## src/rtl/pcg_pkg.sv

```systemverilog
package pcg_pkg;
    localparam int REG_W      = 32;
    localparam int OPT_BIT    = 18;
    localparam int IDLE_LSB   = 16;
    localparam int ACT_LSB    = 4;
    localparam int NUM_ACT    = 3;
    localparam int RST_BIT    = 1;

    localparam int MOD_BASE   = 'h000;
    localparam int DOM_OFF    = 'h100;
    localparam int TMR_BASE   = 'h200;
    localparam int DEVRST_OFF = 'h300;
    localparam int PRST_OFF   = 'h304;

    typedef logic [1:0] fld2_t;

    localparam fld2_t MODE_OFF   = 2'd0;
    localparam fld2_t MODE_ON    = 2'd2;
    localparam fld2_t IDLE_FUNC  = 2'd0;
    localparam fld2_t IDLE_TRANS = 2'd1;
    localparam fld2_t IDLE_OFF   = 2'd3;
    localparam fld2_t DOM_SWWAKE = 2'd2;
    localparam fld2_t DOM_HWAUTO = 2'd3;
    localparam fld2_t SRC_OSC    = 2'd1;
    localparam fld2_t SRC_RSV    = 2'd3;

    typedef struct packed {
        logic warm;
        logic prst;
    } top_state_t;
endpackage

```

## src/rtl/pcg_gate_slot.sv

```systemverilog
module pcg_gate_slot
    import pcg_pkg::*;
#(
    parameter int SETTLE  = 4,
    parameter bit HAS_OPT = 1'b0
) (
    input  logic             clk,
    input  logic             rst_n,
    input  logic             wr_en,
    input  fld2_t            mode_in,
    input  logic             opt_in,
    output logic             clk_en,
    output logic             opt_en,
    output logic [REG_W-1:0] rdata
);
    localparam int CNT_W = $clog2(SETTLE + 1);

    typedef struct packed {
        fld2_t            mode;
        logic             en;
        logic             opt;
        fld2_t            idle;
        logic [CNT_W-1:0] cnt;
    } slot_t;

    slot_t s_d, s_q;
    fld2_t target;

    always_comb begin
        s_d    = s_q;
        target = s_q.en ? IDLE_FUNC : IDLE_OFF;
        if (s_q.idle != target) begin
            if (s_q.idle != IDLE_TRANS) begin
                s_d.idle = IDLE_TRANS;
                s_d.cnt  = CNT_W'(SETTLE - 1);
            end else if (s_q.cnt == '0) begin
                s_d.idle = target;
            end else begin
                s_d.cnt = s_q.cnt - 1'b1;
            end
        end
        if (wr_en) begin
            s_d.mode = mode_in;
            if (mode_in == MODE_ON) begin
                s_d.en = 1'b1;
            end else if (mode_in == MODE_OFF) begin
                s_d.en = 1'b0;
            end
            s_d.opt = HAS_OPT ? opt_in : 1'b0;
        end
    end

    always_ff @(posedge clk or negedge rst_n) begin
        if (!rst_n) begin
            s_q <= '{mode: MODE_OFF, en: 1'b0, opt: 1'b0, idle: IDLE_OFF, cnt: '0};
        end else begin
            s_q <= s_d;
        end
    end

    assign clk_en = s_q.en;
    assign opt_en = s_q.opt & s_q.en;

    always_comb begin
        rdata = '0;
        rdata[1:0] = s_q.mode;
        rdata[IDLE_LSB +: 2] = s_q.idle;
        rdata[OPT_BIT] = s_q.opt;
    end

    assert_en_on_R1: assert property (@(posedge clk) disable iff (!rst_n)
        (wr_en && mode_in == MODE_ON) |=> clk_en);
    assert_en_off_R1: assert property (@(posedge clk) disable iff (!rst_n)
        (wr_en && mode_in == MODE_OFF) |=> !clk_en);
    assert_rsv_hold_R3: assert property (@(posedge clk) disable iff (!rst_n)
        (wr_en && (mode_in == 2'd1 || mode_in == 2'd3)) |=> $stable(clk_en));
    assert_func_via_trans_R2: assert property (@(posedge clk) disable iff (!rst_n)
        (s_q.idle == IDLE_FUNC && $past(s_q.idle) != IDLE_FUNC) |-> $past(s_q.idle) == IDLE_TRANS);
    assert_off_via_trans_R2: assert property (@(posedge clk) disable iff (!rst_n)
        (s_q.idle == IDLE_OFF && $past(s_q.idle) != IDLE_OFF) |-> $past(s_q.idle) == IDLE_TRANS);
endmodule

```

## src/rtl/pcg_domain_wake.sv

```systemverilog
module pcg_domain_wake
    import pcg_pkg::*;
#(
    parameter int WAKE = 5
) (
    input  logic               clk,
    input  logic               rst_n,
    input  logic               wr_en,
    input  fld2_t              mode_in,
    input  logic               any_mod_en,
    output logic [NUM_ACT-1:0] active,
    output logic [REG_W-1:0]   rdata
);
    localparam int LIMIT = WAKE - 1 + NUM_ACT;
    localparam int CNT_W = $clog2(LIMIT + 1);

    typedef struct packed {
        fld2_t              mode;
        logic [CNT_W-1:0]   cnt;
        logic [NUM_ACT-1:0] act;
    } dom_t;

    dom_t s_d, s_q;

    always_comb begin
        s_d = s_q;
        if (s_q.mode == DOM_HWAUTO && !any_mod_en) begin
            s_d.act = '0;
            s_d.cnt = '0;
        end else if (s_q.mode == DOM_SWWAKE) begin
            if (s_q.cnt != CNT_W'(LIMIT)) begin
                s_d.cnt = s_q.cnt + 1'b1;
            end
            for (int j = 0; j < NUM_ACT; j++) begin
                if (s_q.cnt == CNT_W'(WAKE - 1 + j)) begin
                    s_d.act[j] = 1'b1;
                end
            end
        end else begin
            s_d.cnt = '0;
        end
        if (wr_en) begin
            s_d.mode = mode_in;
        end
    end

    always_ff @(posedge clk or negedge rst_n) begin
        if (!rst_n) begin
            s_q <= '{mode: DOM_HWAUTO, cnt: '0, act: '0};
        end else begin
            s_q <= s_d;
        end
    end

    assign active = s_q.act;

    always_comb begin
        rdata = '0;
        rdata[1:0] = s_q.mode;
        rdata[ACT_LSB +: NUM_ACT] = s_q.act;
    end

    assert_act_rise_R5: assert property (@(posedge clk) disable iff (!rst_n)
        $rose(active[0]) |-> $past(s_q.mode) == DOM_SWWAKE);
    generate
        for (genvar j = 1; j < NUM_ACT; j++) begin : g_order
            assert_act_order_R5: assert property (@(posedge clk) disable iff (!rst_n)
                active[j] |-> active[j-1]);
        end
    endgenerate
    assert_act_clear_R6: assert property (@(posedge clk) disable iff (!rst_n)
        (s_q.mode == DOM_HWAUTO && !any_mod_en) |=> active == '0);
    assert_act_keep_R6: assert property (@(posedge clk) disable iff (!rst_n)
        (active[0] && any_mod_en) |=> active[0]);
endmodule

```

## src/rtl/pcg_tmr_sel.sv

```systemverilog
module pcg_tmr_sel
    import pcg_pkg::*;
(
    input  logic  clk,
    input  logic  rst_n,
    input  logic  wr_en,
    input  fld2_t sel_in,
    output fld2_t sel
);
    fld2_t sel_d, sel_q;

    always_comb begin
        sel_d = sel_q;
        if (wr_en && sel_in != SRC_RSV) begin
            sel_d = sel_in;
        end
    end

    always_ff @(posedge clk or negedge rst_n) begin
        if (!rst_n) begin
            sel_q <= SRC_OSC;
        end else begin
            sel_q <= sel_d;
        end
    end

    assign sel = sel_q;

    assert_rsv_keep_R7: assert property (@(posedge clk) disable iff (!rst_n)
        (wr_en && sel_in == SRC_RSV) |=> $stable(sel));
    assert_take_R7: assert property (@(posedge clk) disable iff (!rst_n)
        (wr_en && sel_in != SRC_RSV) |=> sel == $past(sel_in));
endmodule

```

## src/rtl/periph_clkgate_ctrl.sv

```systemverilog
module periph_clkgate_ctrl
    import pcg_pkg::*;
#(
    parameter int                ADDR_W   = 12,
    parameter int                NUM_MOD  = 6,
    parameter int                NUM_TMR  = 3,
    parameter int                SETTLE   = 4,
    parameter int                WAKE     = 5,
    parameter logic [NUM_MOD-1:0] OPT_MASK = 6'b000011
) (
    input  logic                 clk,
    input  logic                 rst_n,
    input  logic                 bus_wr,
    input  logic [ADDR_W-1:0]    bus_addr,
    input  logic [REG_W-1:0]     bus_wdata,
    output logic [REG_W-1:0]     bus_rdata,
    output logic [NUM_MOD-1:0]   mod_clk_en,
    output logic [NUM_MOD-1:0]   mod_opt_clk_en,
    output logic                 fixed_clk_en,
    output logic [NUM_ACT-1:0]   dom_clk_active,
    output logic [2*NUM_TMR-1:0] tmr_clk_src,
    output logic                 warm_rst_req,
    output logic                 periph_rst_hold
);
    localparam logic [ADDR_W-1:0] A_DOM    = ADDR_W'(DOM_OFF);
    localparam logic [ADDR_W-1:0] A_DEVRST = ADDR_W'(DEVRST_OFF);
    localparam logic [ADDR_W-1:0] A_PRST   = ADDR_W'(PRST_OFF);

    logic [NUM_MOD-1:0] mod_hit;
    logic [NUM_TMR-1:0] tmr_hit;
    logic               dom_hit, devrst_hit, prst_hit, any_hit;
    logic [REG_W-1:0]   slot_rd [NUM_MOD];
    logic [REG_W-1:0]   dom_rd;
    fld2_t              tmr_val [NUM_TMR];
    logic               unused_wdata;

    assign unused_wdata = ^{bus_wdata[REG_W-1:OPT_BIT+1], bus_wdata[OPT_BIT-1:2]};

    assign dom_hit    = (bus_addr == A_DOM);
    assign devrst_hit = (bus_addr == A_DEVRST);
    assign prst_hit   = (bus_addr == A_PRST);

    generate
        for (genvar i = 0; i < NUM_MOD; i++) begin : g_slot
            assign mod_hit[i] = (bus_addr == ADDR_W'(MOD_BASE + 4 * i));
            pcg_gate_slot #(
                .SETTLE  (SETTLE),
                .HAS_OPT (OPT_MASK[i])
            ) u_slot (
                .clk     (clk),
                .rst_n   (rst_n),
                .wr_en   (bus_wr && mod_hit[i]),
                .mode_in (bus_wdata[1:0]),
                .opt_in  (bus_wdata[OPT_BIT]),
                .clk_en  (mod_clk_en[i]),
                .opt_en  (mod_opt_clk_en[i]),
                .rdata   (slot_rd[i])
            );
        end
        for (genvar t = 0; t < NUM_TMR; t++) begin : g_tmr
            assign tmr_hit[t] = (bus_addr == ADDR_W'(TMR_BASE + 4 * t));
            pcg_tmr_sel u_sel (
                .clk    (clk),
                .rst_n  (rst_n),
                .wr_en  (bus_wr && tmr_hit[t]),
                .sel_in (bus_wdata[1:0]),
                .sel    (tmr_val[t])
            );
            assign tmr_clk_src[2*t +: 2] = tmr_val[t];
        end
    endgenerate

    pcg_domain_wake #(
        .WAKE (WAKE)
    ) u_dom (
        .clk        (clk),
        .rst_n      (rst_n),
        .wr_en      (bus_wr && dom_hit),
        .mode_in    (bus_wdata[1:0]),
        .any_mod_en (|mod_clk_en),
        .active     (dom_clk_active),
        .rdata      (dom_rd)
    );

    top_state_t s_d, s_q;

    always_comb begin
        s_d      = s_q;
        s_d.warm = bus_wr && devrst_hit && bus_wdata[RST_BIT];
        if (bus_wr && prst_hit) begin
            s_d.prst = bus_wdata[RST_BIT];
        end
    end

    always_ff @(posedge clk or negedge rst_n) begin
        if (!rst_n) begin
            s_q <= '{warm: 1'b0, prst: 1'b1};
        end else begin
            s_q <= s_d;
        end
    end

    assign warm_rst_req    = s_q.warm;
    assign periph_rst_hold = s_q.prst;
    assign fixed_clk_en    = 1'b1;

    assign any_hit = (|mod_hit) | (|tmr_hit) | dom_hit | devrst_hit | prst_hit;

    always_comb begin
        bus_rdata = '0;
        for (int i = 0; i < NUM_MOD; i++) begin
            if (mod_hit[i]) bus_rdata = bus_rdata | slot_rd[i];
        end
        for (int t = 0; t < NUM_TMR; t++) begin
            if (tmr_hit[t]) bus_rdata[1:0] = bus_rdata[1:0] | tmr_val[t];
        end
        if (dom_hit)  bus_rdata = bus_rdata | dom_rd;
        if (prst_hit) bus_rdata[RST_BIT] = s_q.prst;
    end

    assert_warm_pulse_R8: assert property (@(posedge clk) disable iff (!rst_n)
        (warm_rst_req && !(bus_wr && devrst_hit)) |=> !warm_rst_req);
    assert_warm_cause_R8: assert property (@(posedge clk) disable iff (!rst_n)
        $rose(warm_rst_req) |-> ($past(bus_wr) && $past(bus_addr) == A_DEVRST));
    assert_hold_release_R9: assert property (@(posedge clk) disable iff (!rst_n)
        $fell(periph_rst_hold) |-> ($past(bus_wr) && $past(bus_addr) == A_PRST));
    assert_unmapped_zero_R11: assert property (@(posedge clk) disable iff (!rst_n)
        !any_hit |-> bus_rdata == '0);
    assert_fixed_on_R10: assert property (@(posedge clk) disable iff (!rst_n)
        fixed_clk_en);
endmodule

```

## config.mk

```make
export PLATFORM = sky130hd
export DESIGN_NAME = periph_clkgate_ctrl
export DESIGN_NICKNAME = d
export VERILOG_FILES = /design/src/rtl/pcg_pkg.sv /design/src/rtl/pcg_gate_slot.sv /design/src/rtl/pcg_domain_wake.sv /design/src/rtl/pcg_tmr_sel.sv /design/src/rtl/periph_clkgate_ctrl.sv
export SDC_FILE = /design/constraint.sdc
export NUM_CORES = 1
export LEC_CHECK = 0
export ABC_CLOCK_PERIOD_IN_PS = 3600
export BUFFER_PORTS_ARGS = -buffer_cell sky130_fd_sc_hd__buf_2
export CAP_MARGIN = 25
export CORE_MARGIN = 3
export CORE_UTILIZATION = 33
export DETAILED_ROUTE_END_ITERATION = 10
export PLACE_DENSITY = 0.53
export SLEW_MARGIN = 40
export SYNTH_ARGS = -nofsm -noshare
export SYNTH_HDL_FRONTEND = slang
export SYNTH_HIERARCHICAL = 1
export SYNTH_SLANG_ARGS = --single-unit
export TNS_END_PERCENT = 50
```

## constraint.sdc

```tcl
create_clock -name clk -period 3.6 [get_ports clk]
set_input_delay 0.18 -clock clk [delete_from_list [all_inputs] [get_ports clk]]
set_output_delay 0.18 -clock clk [all_outputs]
set_load 0.05 [all_outputs]
```

==> results of run 1 <==
flip-flops by register name, indices dropped and copies added (netlist names):
name and cells:
u_dom/active 3, u_dom/rdata 2, warm_rst_req 1, periph_rst_hold 1, u_dom/s_q 3, g_slot.u_slot/clk_en 6, g_slot.u_slot/s_q 18, g_tmr.u_sel/sel 6
g_slot.u_slot/rdata 26
worst paths after layout:
check,endpoint,slack (ps),cells after the start,start
hold reg to reg,g_slot[0].u_slot/rdata[1],510,1,g_slot[0].u_slot/rdata[1]
min in group asynchronous,u_dom/s_q[4],320,2,rst_n
hold / removal,g_slot[1].u_slot/rdata[18],90,2,bus_wdata[18]
max in group asynchronous,g_slot[5].u_slot/rdata[1],2300,3,rst_n
setup reg to reg,g_slot[2].u_slot/s_q[1],2060,6,g_slot[2].u_slot/s_q[1]
setup / recovery,bus_rdata[17],830,7,bus_addr[4]
worst register-to-register path, stage by stage (launching register included):
cell and delay [ps]:
dfrtp_1 380, inv_1 80, ha_1 150, ha_1 240, nor2_1 60, a2111oi_0 410
a311oi_1 90
power by group through the flow:
stage	clock, mW	sequential (mW)	combinational, mW
3_3_place_gp	0	0.777	0.265
2_1_floorplan	0	0.777	0.354
3_5_place_dp	0	0.777	0.267
5_1_grt	1.07	0.767	0.313
4_1_cts	1.04	0.765	0.268
6_report	1.01	0.765	0.272
synthesized netlist by cell type, drive strengths merged (2+ instances only):
cell type / number
clkbuf: 13
and3: 8
and2: 5
inv: 37
nor4: 7
or2: 2
a2bb2oi: 3
nand4: 2
a32o: 2
a221o: 2
o22ai: 7
dfrtp: 48
or4: 3
a222oi: 17
o22a: 7
ha: 17
mux2: 26
nor3: 22
or2b: 2
a31oi: 11
o221ai: 8
a211oi: 5
a22oi: 20
nand2: 48
nand3: 4
buf: 253
nand2b: 16
a2111oi: 4
o21a: 3
o2bb2ai: 2
a21oi: 20
nor2: 33
nor2b: 13
o211ai: 9
mux2i: 48
nor3b: 5
nor4b: 2
nand4b: 3
o21ai: 44
dfstp: 18
a311oi: 4
conb: 8
through the flow:
stage               total power [mW]  worst slack (ps)  hold slack, ps
floorplan                       1.13               881            -116
global placement                1.04               837             156
detailed placement              1.04               822             159
CTS                             2.07               817            72.4
global route                    2.14               656            99.5
finish                          2.05               832            88.0
layer usage:
layer	routed length [µm]	part of all wire	vias to the layer above
li1	-	-	2449
met1	7410	0.48	2255
met2	7250	0.47	97
met3	601	0.039	15
met4	299	0.019	0
met5	0	0	-
cells by family after synthesis:
logic type | Yosys count | synth area share
other cells | 8 | 0.00426
buf+inv | 303 | 0.292
xor+xnor | 1 | 0.00124
mux | 75 | 0.113
simple gates | 178 | 0.140
compound gates | 170 | 0.182
flops | 66 | 0.237
fa+ha+maj | 17 | 0.0301
final cells by class:
| type | instances | share of cell area |
|---|---|---|
| Multi-Input combinational cell | 639 | 0.592 |
| Tap cell | 270 | 0.0494 |
| Sequential cell | 66 | 0.245 |
| Clock inverter | 7 | 0.0172 |
| Clock buffer | 9 | 0.0329 |
| Timing Repair Buffer | 54 | 0.0435 |
| Inverter | 37 | 0.0203 |
timing repair:
item,CTS,global route
hold buffers,1,0
setup endpoints to repair,0,0
hold endpoints to repair,15,0
==> flow_summary.json, run 1 <==
{
  "status": "complete, but fails checks",
  "violations": "max-slew violations",
  "drt-pass1-iter-count": 5,
  "netlist_area_mm2": 0.00706,
  "syn2layout_area_growth_pct": -2.98,
  "synth_top_area_frac": 0.247,
  "post-route-period-util": 0.769,
  "routedWlPerCell_um": 14.4,
  "drv_slew": 2,
  "synth_cell_types": 67,
  "pwr_density_cell_mw_per_mm2": 300,
  "yosysSeqAreaShare": 0.237,
  "yosysTopAreaCell": "buf_4",
  "clockPowerShare": 0.494,
  "totalWireLength_um": 15600,
  "power_frac_seq": 0.373,
  "path_max_fanout": 21,
  "overflow": 0,
  "final_cell_mix": "conb_1 (198), nand2_1 (48), mux2i_1 (48), dfrtp_1 (48), buf_2 (44)",
  "hpwl_um": 11500,
  "port_buffers": 44,
  "netSwitchingPower_mw": 0.523,
  "die_h_um": 152,
  "switching_share": 0.255,
  "stdcell_count": 1082,
  "avgSynthCellArea_um2": 8.63,
  "p_leak_nw": 3.12,
  "clock.fmax_mhz": 361,
  "antenna_found_initial": 0,
  "busiest_layer": "met2",
  "cts_tree": "yes",
  "post_dp_cell_area_mm2": 0.00649,
  "fp.dieW_um": 152,
  "layout_commonest_cell": "conb_1",
  "use_met3": 0.0193,
  "synth.area.top_cells": "buf_4 (25%), dfrtp_1 (17%), mux2i_1 (6.8%), dfstp_2 (6.7%), mux2_2 (3.5%)",
  "crit_slowest_cell": "or4_1",
  "coreArea_mm2": 0.0206,
  "path_class": "in -> out",
  "regArea_mm2": 0.00167,
  "synth_edf_count": 0,
  "start_util": 0.342,
  "critPathBufInv": 2,
  "ys_warn_count": 6,
  "use_met2": 0.213,
  "grt_max_degree": 49,
  "dieArea_mm2": 0.0232,
  "drive_gt1_frac": 0.181,
  "io_pins": 103,
  "dr.first_iter.drc_count": 325,
  "ant_nets": 0,
  "cts_made_buffers": 9,
  "cts-root-buf": "clkbuf_16",
  "grt_util_met1": 0.186,
  "ys_dominant_reg_cell": "dfrtp_1",
  "intPower_mw": 1.53,
  "startpoint_type": "input pin",
  "required_ps": 3420,
  "hp-class": "in -> reg",
  "cts_resized": 0,
  "post-cts-setup-buffers": 0,
  "grtUsageTotal": 0.133,
  "clkSinkCount": 66,
  "hold_viol": 0,
  "num_rows": 52,
  "worstPathArrival_ps": 2590,
  "cts_buffer_depth": 2,
  "grt_pass1_wl_um": 25100,
  "peakVddDrop_mv": 0.248,
  "vias": 4816,
  "via_per_inst": 4.45,
  "n_antenna_cell": 0,
  "drcViolationCount": 0,
  "rsz0062_at_grt": "no",
  "nNetsFinal": 871,
  "setup_viol": 0,
  "fin_util": 0.332,
  "syn_inst": 818,
  "slew_headroom": -0.0965,
  "setup_tns_ps": 0,
  "cpLargestDelayFamily": "simple AND/OR/NAND/NOR gates",
  "crit_path_cell_trace": "buf_2 -> or4_1 -> nor2_4 -> and3_1 -> a222oi_1 -> o21ai_1 -> buf_2",
  "place_congestion": 0.796,
  "multi_input_area_mm2": 0.00405,
  "max_stage_delay_ps": 730,
  "clkLatencyLatePin_ps": 340,
  "grt_pass1_vias": 4461,
  "cp_common_cell": "buf_2",
  "cts.htree.levels": 3,
  "async_flop_share": 1.00,
  "fillers": 2150,
  "ys_seq_elements": 66,
  "crit_path_end_kind": "primary output",
  "cap_viol_max_count": 0,
  "tightest_slew_ps": 1630,
  "placed_cells": 1065,
  "fin_area_mm2": 0.00685,
  "fin_skew_ps": 6.92,
  "path_clk_slew_ps": 60,
  "period_needed_ps": 2770,
  "combPwrFrac": 0.132
}
(Power assumes the default switching activity.)
==> run 2, diff against run 1 <==
- ABC_AREA: not set -> 1
- ABC_CLOCK_PERIOD_IN_PS: 3600 -> 2700
- clock period: 3.6 -> 2.7 ns (I/O delays scaled with it)
==> run 2 against run 1 <==
  * The flow now finishes without violations
  * Sequential power increased by 35%
  * Final area is 0.80% lower
  * Worst hold slack got worse by 58 ps
  * Sequential share of layout area is 0.20 points higher
  * First-iteration DRC count is 30% lower
  * Utilization fell by 0.16 points
  * Global-route usage shrank 0.63 points
  * Register-to-register slack got worse by 730 ps
==> flow_summary.json, run 2 <==
{
  "rsz0062_at_grt": "no",
  "synth_edf_count": 0,
  "p_leak_nw": 3.93,
  "cts_buffer_depth": 2,
  "fp.dieW_um": 152,
  "grt_max_degree": 29,
  "place_congestion": 0.811,
  "start_util": 0.342,
  "netSwitchingPower_mw": 0.626,
  "fin_skew_ps": 8.20,
  "n_antenna_cell": 0,
  "vias": 5240,
  "cpLargestDelayFamily": "simple AND/OR/NAND/NOR gates",
  "async_flop_share": 1.00,
  "nNetsFinal": 1165,
  "dieArea_mm2": 0.0231,
  "overflow": 0,
  "clkLatencyLatePin_ps": 330,
  "cts_made_buffers": 9,
  "cap_viol_max_count": 0,
  "crit_path_end_kind": "primary output",
  "r2r_slack_ps": 1330,
  "synth.area.top_cells": "buf_4 (25%), nand2_1 (19%), dfrtp_1 (17%), dfstp_2 (6.7%), nand3_1 (5.4%)",
  "port_buffers": 44,
  "pwr_density_cell_mw_per_mm2": 355,
  "switching_share": 0.260,
  "peakVddDrop_mv": 0.293,
  "setup_tns_ps": 0,
  "cts.htree.levels": 3,
  "syn_inst": 1095,
  "drt-pass1-iter-count": 6,
  "clkSinkCount": 66,
  "path_class": "in -> out",
  "die_h_um": 152,
  "worstPathArrival_ps": 1920,
  "hpwl_um": 11100,
  "layout_commonest_cell": "nand2_1",
  "clock.fmax_mhz": 487,
  "synth_top_area_frac": 0.250,
  "ant_nets": 0,
  "totalWireLength_um": 14500,
  "cts_tree": "yes",
  "crit_slowest_cell": "inv_2",
  "clockPowerShare": 0.463,
  "grtUsageTotal": 0.127,
  "netlist_area_mm2": 0.00702,
  "via_per_inst": 3.81,
  "drv_slew": 0,
  "ys_dominant_reg_cell": "dfrtp_1",
  "cts-root-buf": "clkbuf_16",
  "antenna_found_initial": 0,
  "power_frac_seq": 0.429,
  "grt_pass1_vias": 4669,
  "power_mw": 2.41,
  "cts_resized": 0,
  "max_stage_delay_ps": 290,
  "synth_cell_types": 30,
  "combPwrFrac": 0.108,
  "stdcell_count": 1376,
  "avgSynthCellArea_um2": 6.41,
  "path_clk_slew_ps": 50,
  "dr.first_iter.drc_count": 229,
  "cp.depth": 11,
  "ys_seq_elements": 66,
  "reg2reg_from": "g_slot[3].u_slot/s_q[0]",
  "post-route-period-util": 0.761,
  "period_needed_ps": 2060,
  "synth_common_cells": "nand2_1 (364), buf_4 (234), inv_1 (98)",
  "cp_common_cell": "nand2_1",
  "setup.worst_path.start": "bus_addr[11]",
  "intPower_mw": 1.78,
  "io_pins": 103,
  "drive_gt1_frac": 0.117,
  "placed_cells": 1359,
  "yosysSeqAreaShare": 0.238,
  "hold_viol": 0,
  "required_ps": 2570,
  "drcViolationCount": 0,
  "startpoint_type": "input pin",
  "rr_worst_depth": 8,
  "worstReg2RegEnd": "g_slot[3].u_slot/s_q[0]",
  "crit_path_cell_trace": "buf_2 -> nor2_4 -> nand2_2 -> inv_1 -> nand2_1 -> inv_2 -> nand2_1 -> nand3_1 -> nor2_1 -> nand2_1 -> buf_2",
  "yosysTopAreaCell": "buf_4",
  "syn2layout_area_growth_pct": -3.31,
  "holdBufCountCts": 1,
  "setup_viol": 0,
  "post-cts-setup-buffers": 0,
  "coreArea_mm2": 0.0206,
  "routedWlPerCell_um": 10.5,
  "setup.worst_path.end": "bus_rdata[16]",
  "final_cell_mix": "nand2_1 (364), conb_1 (198), inv_1 (98)",
  "critPathBufInv": 4,
  "fillers": 2318,
  "ys_warn_count": 6,
  "largest_register_ffs": 26,
  "grt_pass1_wl_um": 24200,
  "hp-class": "in -> reg",
  "synth_most_common_cell": "nand2_1",
  "path_max_fanout": 17,
  "num_rows": 52,
  "status": "completed"
}
[run 2: cell types whose count changed after synthesis, moves of 26 or more]
cell	change
a21oi_1	+27
nand2_1	+316
o21ai_0	-26
nor2_1	+65
inv_1	+61
nand3_1	+72
mux2i_1	-48
[run 2: final cells by class]
type                            instances  area [µm²]  area share
Multi-Input combinational cell        856        3750       0.553
Sequential cell                        66        1670       0.247
Clock inverter                          2        10.0     0.00147
Timing Repair Buffer                   58         328      0.0483
Clock buffer                           14         274      0.0404
Tap cell                              270         338      0.0498
Inverter                              110         413      0.0608
[run 2: per-stage QoR]
stage,worst slack [ps],hold slack [ps],cell area [µm²],utilization
2_1_floorplan,1130,-161,7740,-
3_5_place_dp,560,56.3,6500,0.316
5_1_grt,416,40.9,6790,0.330
4_1_cts,558,26.3,6790,0.330
3_3_place_gp,556,58.2,6500,0.316
6_report,645,29.5,6790,0.330
[run 2: cells by family after synthesis]
family,Yosys count,share of synthesized area
buffers and inverters,363,0.329
other,8,0.00428
DFF,66,0.238
adders and majority gates,17,0.0303
and+or+nand+nor,578,0.349
AOI/OAI and AO/OA,63,0.0497
[run 2: worst reg2reg max path, delay by kind of cell, from the launching register on]
kind	cells	cell delay, ps
AND/OR/NAND/NOR	4	400
flip-flops	1	370
adder cells (fa/ha/maj)	2	400
buffers and inverters	2	140
[run 2: power groups by stage]
stage | clock network (mW) | registers, mW | logic [mW]
6_report | 1.12 | 1.03 | 0.260
5_1_grt | 1.19 | 1.04 | 0.315
4_1_cts | 1.14 | 1.03 | 0.260
3_5_place_dp | 0 | 1.05 | 0.258
3_3_place_gp | 0 | 1.05 | 0.254
2_1_floorplan | 0 | 1.05 | 0.383
[run 2: metal layers]
layer	wire length (µm)	part of all wire	track usage
met2	6480	0.45	0.199
met4	153	0.011	0.0283
met5	0	0	0
met1	7370	0.51	0.185
met3	505	0.035	0.0179
[run 2: how the worst min path moves through the flow]
| stage | from | endpoint | slack [ps] | cells after the start |
|---|---|---|---|---|
| 6_report | bus_wdata[18] | g_slot[1].u_slot/rdata[18] | 30 | 3 |
| 5_1_grt | bus_wdata[18] | g_slot[1].u_slot/rdata[18] | 40 | 3 |
| 4_1_cts | bus_wdata[18] | g_slot[0].u_slot/rdata[18] | 30 | 3 |
| 3_5_place_dp | rst_n | g_slot[4].u_slot/s_q[0] | 60 | 1 |
| 3_3_place_gp | rst_n | g_slot[1].u_slot/s_q[0] | 60 | 1 |
| 2_1_floorplan | rst_n | g_slot[0].u_slot/clk_en | -160 | 0 |
